[src/rtl/romid_crc_pkg.sv]
package romid_crc_pkg;
   localparam int          ROMID_FRAME_BITS = 64;
   localparam int          ROMID_BODY_BITS  = 56;
   localparam int          ROMID_CRC_W      = 8;
   // x^8 + x^5 + x^4 + 1, reflected and normal feedback constants
   localparam logic [7:0]  ROMID_POLY_REFL  = 8'h8C;
   localparam logic [7:0]  ROMID_POLY_NORM  = 8'h31;

   typedef enum logic {
      SHIFT_MSB_FIRST = 1'b0,
      SHIFT_LSB_FIRST = 1'b1
   } shift_order_e;
endpackage

[src/rtl/romid_crc_shift.sv]
module romid_crc_shift #(
   parameter int                          CRC_W = 8,
   parameter logic [CRC_W-1:0]            POLY  = 8'h8C,
   parameter romid_crc_pkg::shift_order_e ORDER = romid_crc_pkg::SHIFT_LSB_FIRST
) (
   input  logic             clk_i,
   input  logic             rst_ni,
   input  logic             clr_i,
   input  logic             en_i,
   input  logic             bit_i,
   output logic [CRC_W-1:0] crc_o,
   output logic             nxt_zero_o
);
   logic [CRC_W-1:0] crc_q;
   logic [CRC_W-1:0] crc_nxt;
   logic             fb;

   generate
      if (ORDER == romid_crc_pkg::SHIFT_LSB_FIRST) begin : g_refl
         always_comb begin
            fb      = crc_q[0] ^ bit_i;
            crc_nxt = (crc_q >> 1) ^ (fb ? POLY : '0);
         end
      end else begin : g_norm
         always_comb begin
            fb      = crc_q[CRC_W-1] ^ bit_i;
            crc_nxt = (crc_q << 1) ^ (fb ? POLY : '0);
         end
      end
   endgenerate

   always_ff @(posedge clk_i or negedge rst_ni) begin
      if (!rst_ni)     crc_q <= '0;
      else if (clr_i)  crc_q <= '0;
      else if (en_i)   crc_q <= crc_nxt;
   end

   assign crc_o      = crc_q;
   assign nxt_zero_o = (crc_nxt == '0);
endmodule

[config.mk]
export PLATFORM = sky130hd
export DESIGN_NAME = romid_crc_shift
export DESIGN_NICKNAME = d
export VERILOG_FILES = /design/src/rtl/romid_crc_pkg.sv /design/src/rtl/romid_crc_shift.sv
export SDC_FILE = /design/constraint.sdc
export NUM_CORES = 1
export LEC_CHECK = 0
export ABC_AREA = 1
export BUFFER_PORTS_ARGS = -buffer_cell sky130_fd_sc_hd__buf_2
export CORE_AREA = 5 5 42 44
export DETAILED_ROUTE_END_ITERATION = 8
export DIE_AREA = 0 0 47 49
export GPL_TIMING_DRIVEN = 1
export PLACE_DENSITY = 0.61
export SLEW_MARGIN = 15
export SYNTH_ARGS = -nofsm -noshare
export SYNTH_HDL_FRONTEND = slang
export SYNTH_SLANG_ARGS = --single-unit
[constraint.sdc]
create_clock -name clk_i -period 2.05 [get_ports clk_i]
set_input_delay 0.205 -clock clk_i [delete_from_list [all_inputs] [get_ports clk_i]]
set_output_delay 0.205 -clock clk_i [all_outputs]
set_load 0.05 [all_outputs]
After elaboration in Yosys (flattened, before gate mapping) --
Cells that the tools add are included.
Operators by class: muxes and demuxes 3, bitwise operators 2, reductions and logical operators 2
Operators by type and width (count):
- $mux W8 | 3
- $logic_not A8 Y1 | 1
- $xor A7 B8 Y8 | 1
- $reduce_bool A2 Y1 | 1
- $xor A1 B1 Y1 | 1
Word-level totals: bits in registers 8, word-level logic and storage cells 8

Depth between registers and ports, before layout --
word-level depth 5, depth in mapped cells 5, depth with buffers taken out 5

Worst setup path after synthesis --
No wires, ideal clock.
path kind register to output, from reg crc_q[0] (netlist: crc_o[0]), to out nxt_zero_o, arrival time 1.600 ns, slack 0.245 ns, cell stages (with the launch flop) 5, path buffers 0, path through dfrtp_1 > inv_2 > nand2_1 > nand3b_1 > nor2_1
On the way: longest elaborated chain between the ends 4
RTL lines:
- start, declared | line romid_crc_shift.sv:14 | logic [CRC_W-1:0] crc_q;
- start signal, assigned | line romid_crc_shift.sv:35 | else if (en_i) crc_q <= crc_nxt;
- $xor A1 B1 Y1 | line romid_crc_shift.sv:21 | fb = crc_q[0] ^ bit_i;
- $mux W8 | line romid_crc_shift.sv:22 | crc_nxt = (crc_q >> 1) ^ (fb ? POLY : '0);
- $xor A7 B8 Y8 | line romid_crc_shift.sv:22
- $logic_not A8 Y1 | line romid_crc_shift.sv:39 | assign nxt_zero_o = (crc_nxt == '0);
- end, declared | line romid_crc_shift.sv:12 | output logic nxt_zero_o
Every way passes these cells.

Worst setup path in the final report --
from reg crc_q[5] (netlist: crc_o[5]), to out nxt_zero_o
On the way: longest elaborated chain between the ends 2
RTL lines (line):
- $xor A7 B8 Y8 | romid_crc_shift.sv:22
- $logic_not A8 Y1 | romid_crc_shift.sv:39
Every way passes these cells.

==> flow_metrics.tcl <==
set metrics [dict create \
    start_util_pct 28.8 \
    min_path_type "primary input to flip-flop" \
    antenna_cells 0 \
    num-nets-final 71 \
    final_core_util_pct 37.2 \
    firstDrtPassIters 4 \
    yosysMostFrequentCell "nand3_1" \
    cts_made_buffers 3 \
    synth_enable_flop_cells 0 \
    status "finished, final reports clean" \
    post_drt_wl_per_cell_um 11.3 \
    antenna_found_initial 0 \
    rr_worst_depth 5 \
    vias 373 \
    drt-initial-drc-count 1 \
    drt_drc_violations_left 0 \
    clock_sinks 8 \
    die_h_um 49 \
    p_per_area_nw_per_um2 702 \
    grt_pass1_wl_um 1660 \
    cp.arrival_ps 1290 \
    yosysSeqAreaShare_pct 49.5 \
    seq_area_um2 200 \
    rrSetupSlack_ps 1190 \
    detail_route.vias_per_cell 4.66 \
    io_pins 14 \
    maxCapViolations 0 \
    synthDistinctLibCells 13 \
    muxShareOfSynthArea_pct 0 \
    finalClockSkew_ps 1.70 \
    finalWorstSetupSlack_ps 560 \
    startpoint_type "flip-flop" \
    worst_slew_pin_slew_ps 253 \
    synth_warnings 0 \
    insertion_delay_ps 250 \
    critPathKind "flip-flop to primary output" \
    synth_top_area_cell "dfrtp_1" \
    drive_gt1_share_pct 43.8 \
    syn-cell-area_um2 404 \
    rows 14 \
    synth.net_count 52 \
    core_area_um2 1400 \
    grt.overflow.total 0 \
    period_needed_ps 1490 \
    postSynthCellCount 47 \
    clk_pin_slew_worst_paths_ps 50 \
    cts_buffer_depth 2 \
    n_fill_cell 160 \
    ant_nets 0 \
    rsz0062_at_grt "no" \
    timing.final.crit_share_pct 72.7 \
    synthXorXnorAreaFrac_pct 0 \
    yosys_most_used_dff "dfrtp_1" \
    hpwl_um 720 \
    largest_register_ffs 8 \
    path_max_fanout 4 \
    wirelength_um 907 \
    fmax_mhz 671 \
    slew_viol_final 0 \
    h-tree-depth 1 \
    ir_drop_mv 0.384 \
    relSlewSlack_pct 83.2 \
    gp_congestion 0.776 \
    synth_top_family_by_area "simple AND/OR/NAND/NOR gates" \
    grt_max_degree 9 \
    ys_ff_latch 8 \
    min_delay_path_depth 4 \
    areaGrowthSynthToFinish_pct 29.1 \
    first_global_vias 371 \
    async_flop_share_pct 100 \
    critPathCaptureType "primary output" \
    synthTopCellsByCount "9 x nand3_1, 8 x dfrtp_1, 8 x nand2_1" \
    cts_setup_buffers 0 \
    ys_top_cells_by_area "dfrtp_1 50%, nand3_1 11%, nand2_1 7.4%" \
    pre_cts_ws_ps 829 \
    leakagePower_nw 0.275 \
    fp.dieArea_um2 2300 \
    final_hold_viol_count 0 \
    synth_compound_area_share_pct 13.9 \
    fin_tns_setup_ps 0 \
    synthAdderAreaFrac_pct 0 \
    multi_input_area_um2 170 \
    synth_simple_gate_area_share_pct 28.2 \
    yosys.area.top_type_share_pct 49.5 \
    die_w_um 47 \
    critPathRequiredTime_ps 1850 \
    syn-mean-instance-area_um2 8.60 \
    finalSetupViolCount 0 \
    hold_slack_ps 237 \
    cts_root_buf "clkbuf_4" \
    cts_tree "done" \
    track_usage_pct 9.99 \
    io_buffers 13 \
]
==> power by group <==
part | switching [mW] | internal, mW
clock | 0.0497 | 0.0667
sequential | 0.00605 | 0.164
combinational | 0.0586 | 0.0210
==> worst max-delay path, stage by stage (launching register included) <==
cell and delay (ps):
dfrtp_1 410, nor3_1 180, nand3_1 80, nor2_1 90
buf_2 270
==> repair_timing <==
action	CTS	global route
resized for setup	0	0
hold buffers	1	0
endpoints found under the setup margin	0	0
endpoints found under the hold margin	8	0
==> metal layers <==
layer	wire length, um	up-vias	GRT usage, %	share of wire [%]
li1	-	190	-	-
met1	432	163	13.9	48
met2	367	15	12.4	40
met3	77	5	4.43	8.5
met4	29	0	5.53	3.2
met5	0	-	0	0
==> cells by family (layout without fill, tap and decap cells) <==
logic type      count (synthesis)  in the layout
simple gates                   24             24
flops                           8              8
compound gates                  6              6
buf+inv                         9             26
==> per-stage QoR <==
step                      power [mW]  cells  instance area, um^2
after floorplan                0.229     47                  404
after global placement         0.252     76                  489
after detailed placement       0.252     76                  489
after CTS                      0.374     80                  522
after global routing           0.397     80                  522
final                          0.367     80                  522
==> cells in the final DEF (no fill, tap or decap), types with 3 or more instances in the layout <==
master / instances
clkbuf_4: 3
buf_2: 13
o21ai_2: 3
inv_1: 5
dfrtp_1: 8
nand2_1: 8
inv_2: 4
nand3_1: 9
==> layout make-up <==
type	instances	area share, %
Sequential cell	8	38.4
Multi-Input combinational cell	30	32.6
Timing Repair Buffer	14	14.4
Inverter	9	6.47
Clock buffer	3	4.32
Tap cell	16	3.84
==> final timing paths <==
check	startpoint	to
setup / recovery	crc_o[5]$_DFFE_PN0P_	nxt_zero_o
hold / removal	clr_i	crc_o[3]$_DFFE_PN0P_
setup reg to reg	crc_o[0]$_DFFE_PN0P_	crc_o[2]$_DFFE_PN0P_
hold reg to reg	crc_o[3]$_DFFE_PN0P_	crc_o[3]$_DFFE_PN0P_
max in group asynchronous	rst_ni	crc_o[1]$_DFFE_PN0P_
min in group asynchronous	rst_ni	crc_o[5]$_DFFE_PN0P_
Note: power is estimated with default switching activity, not from simulation.
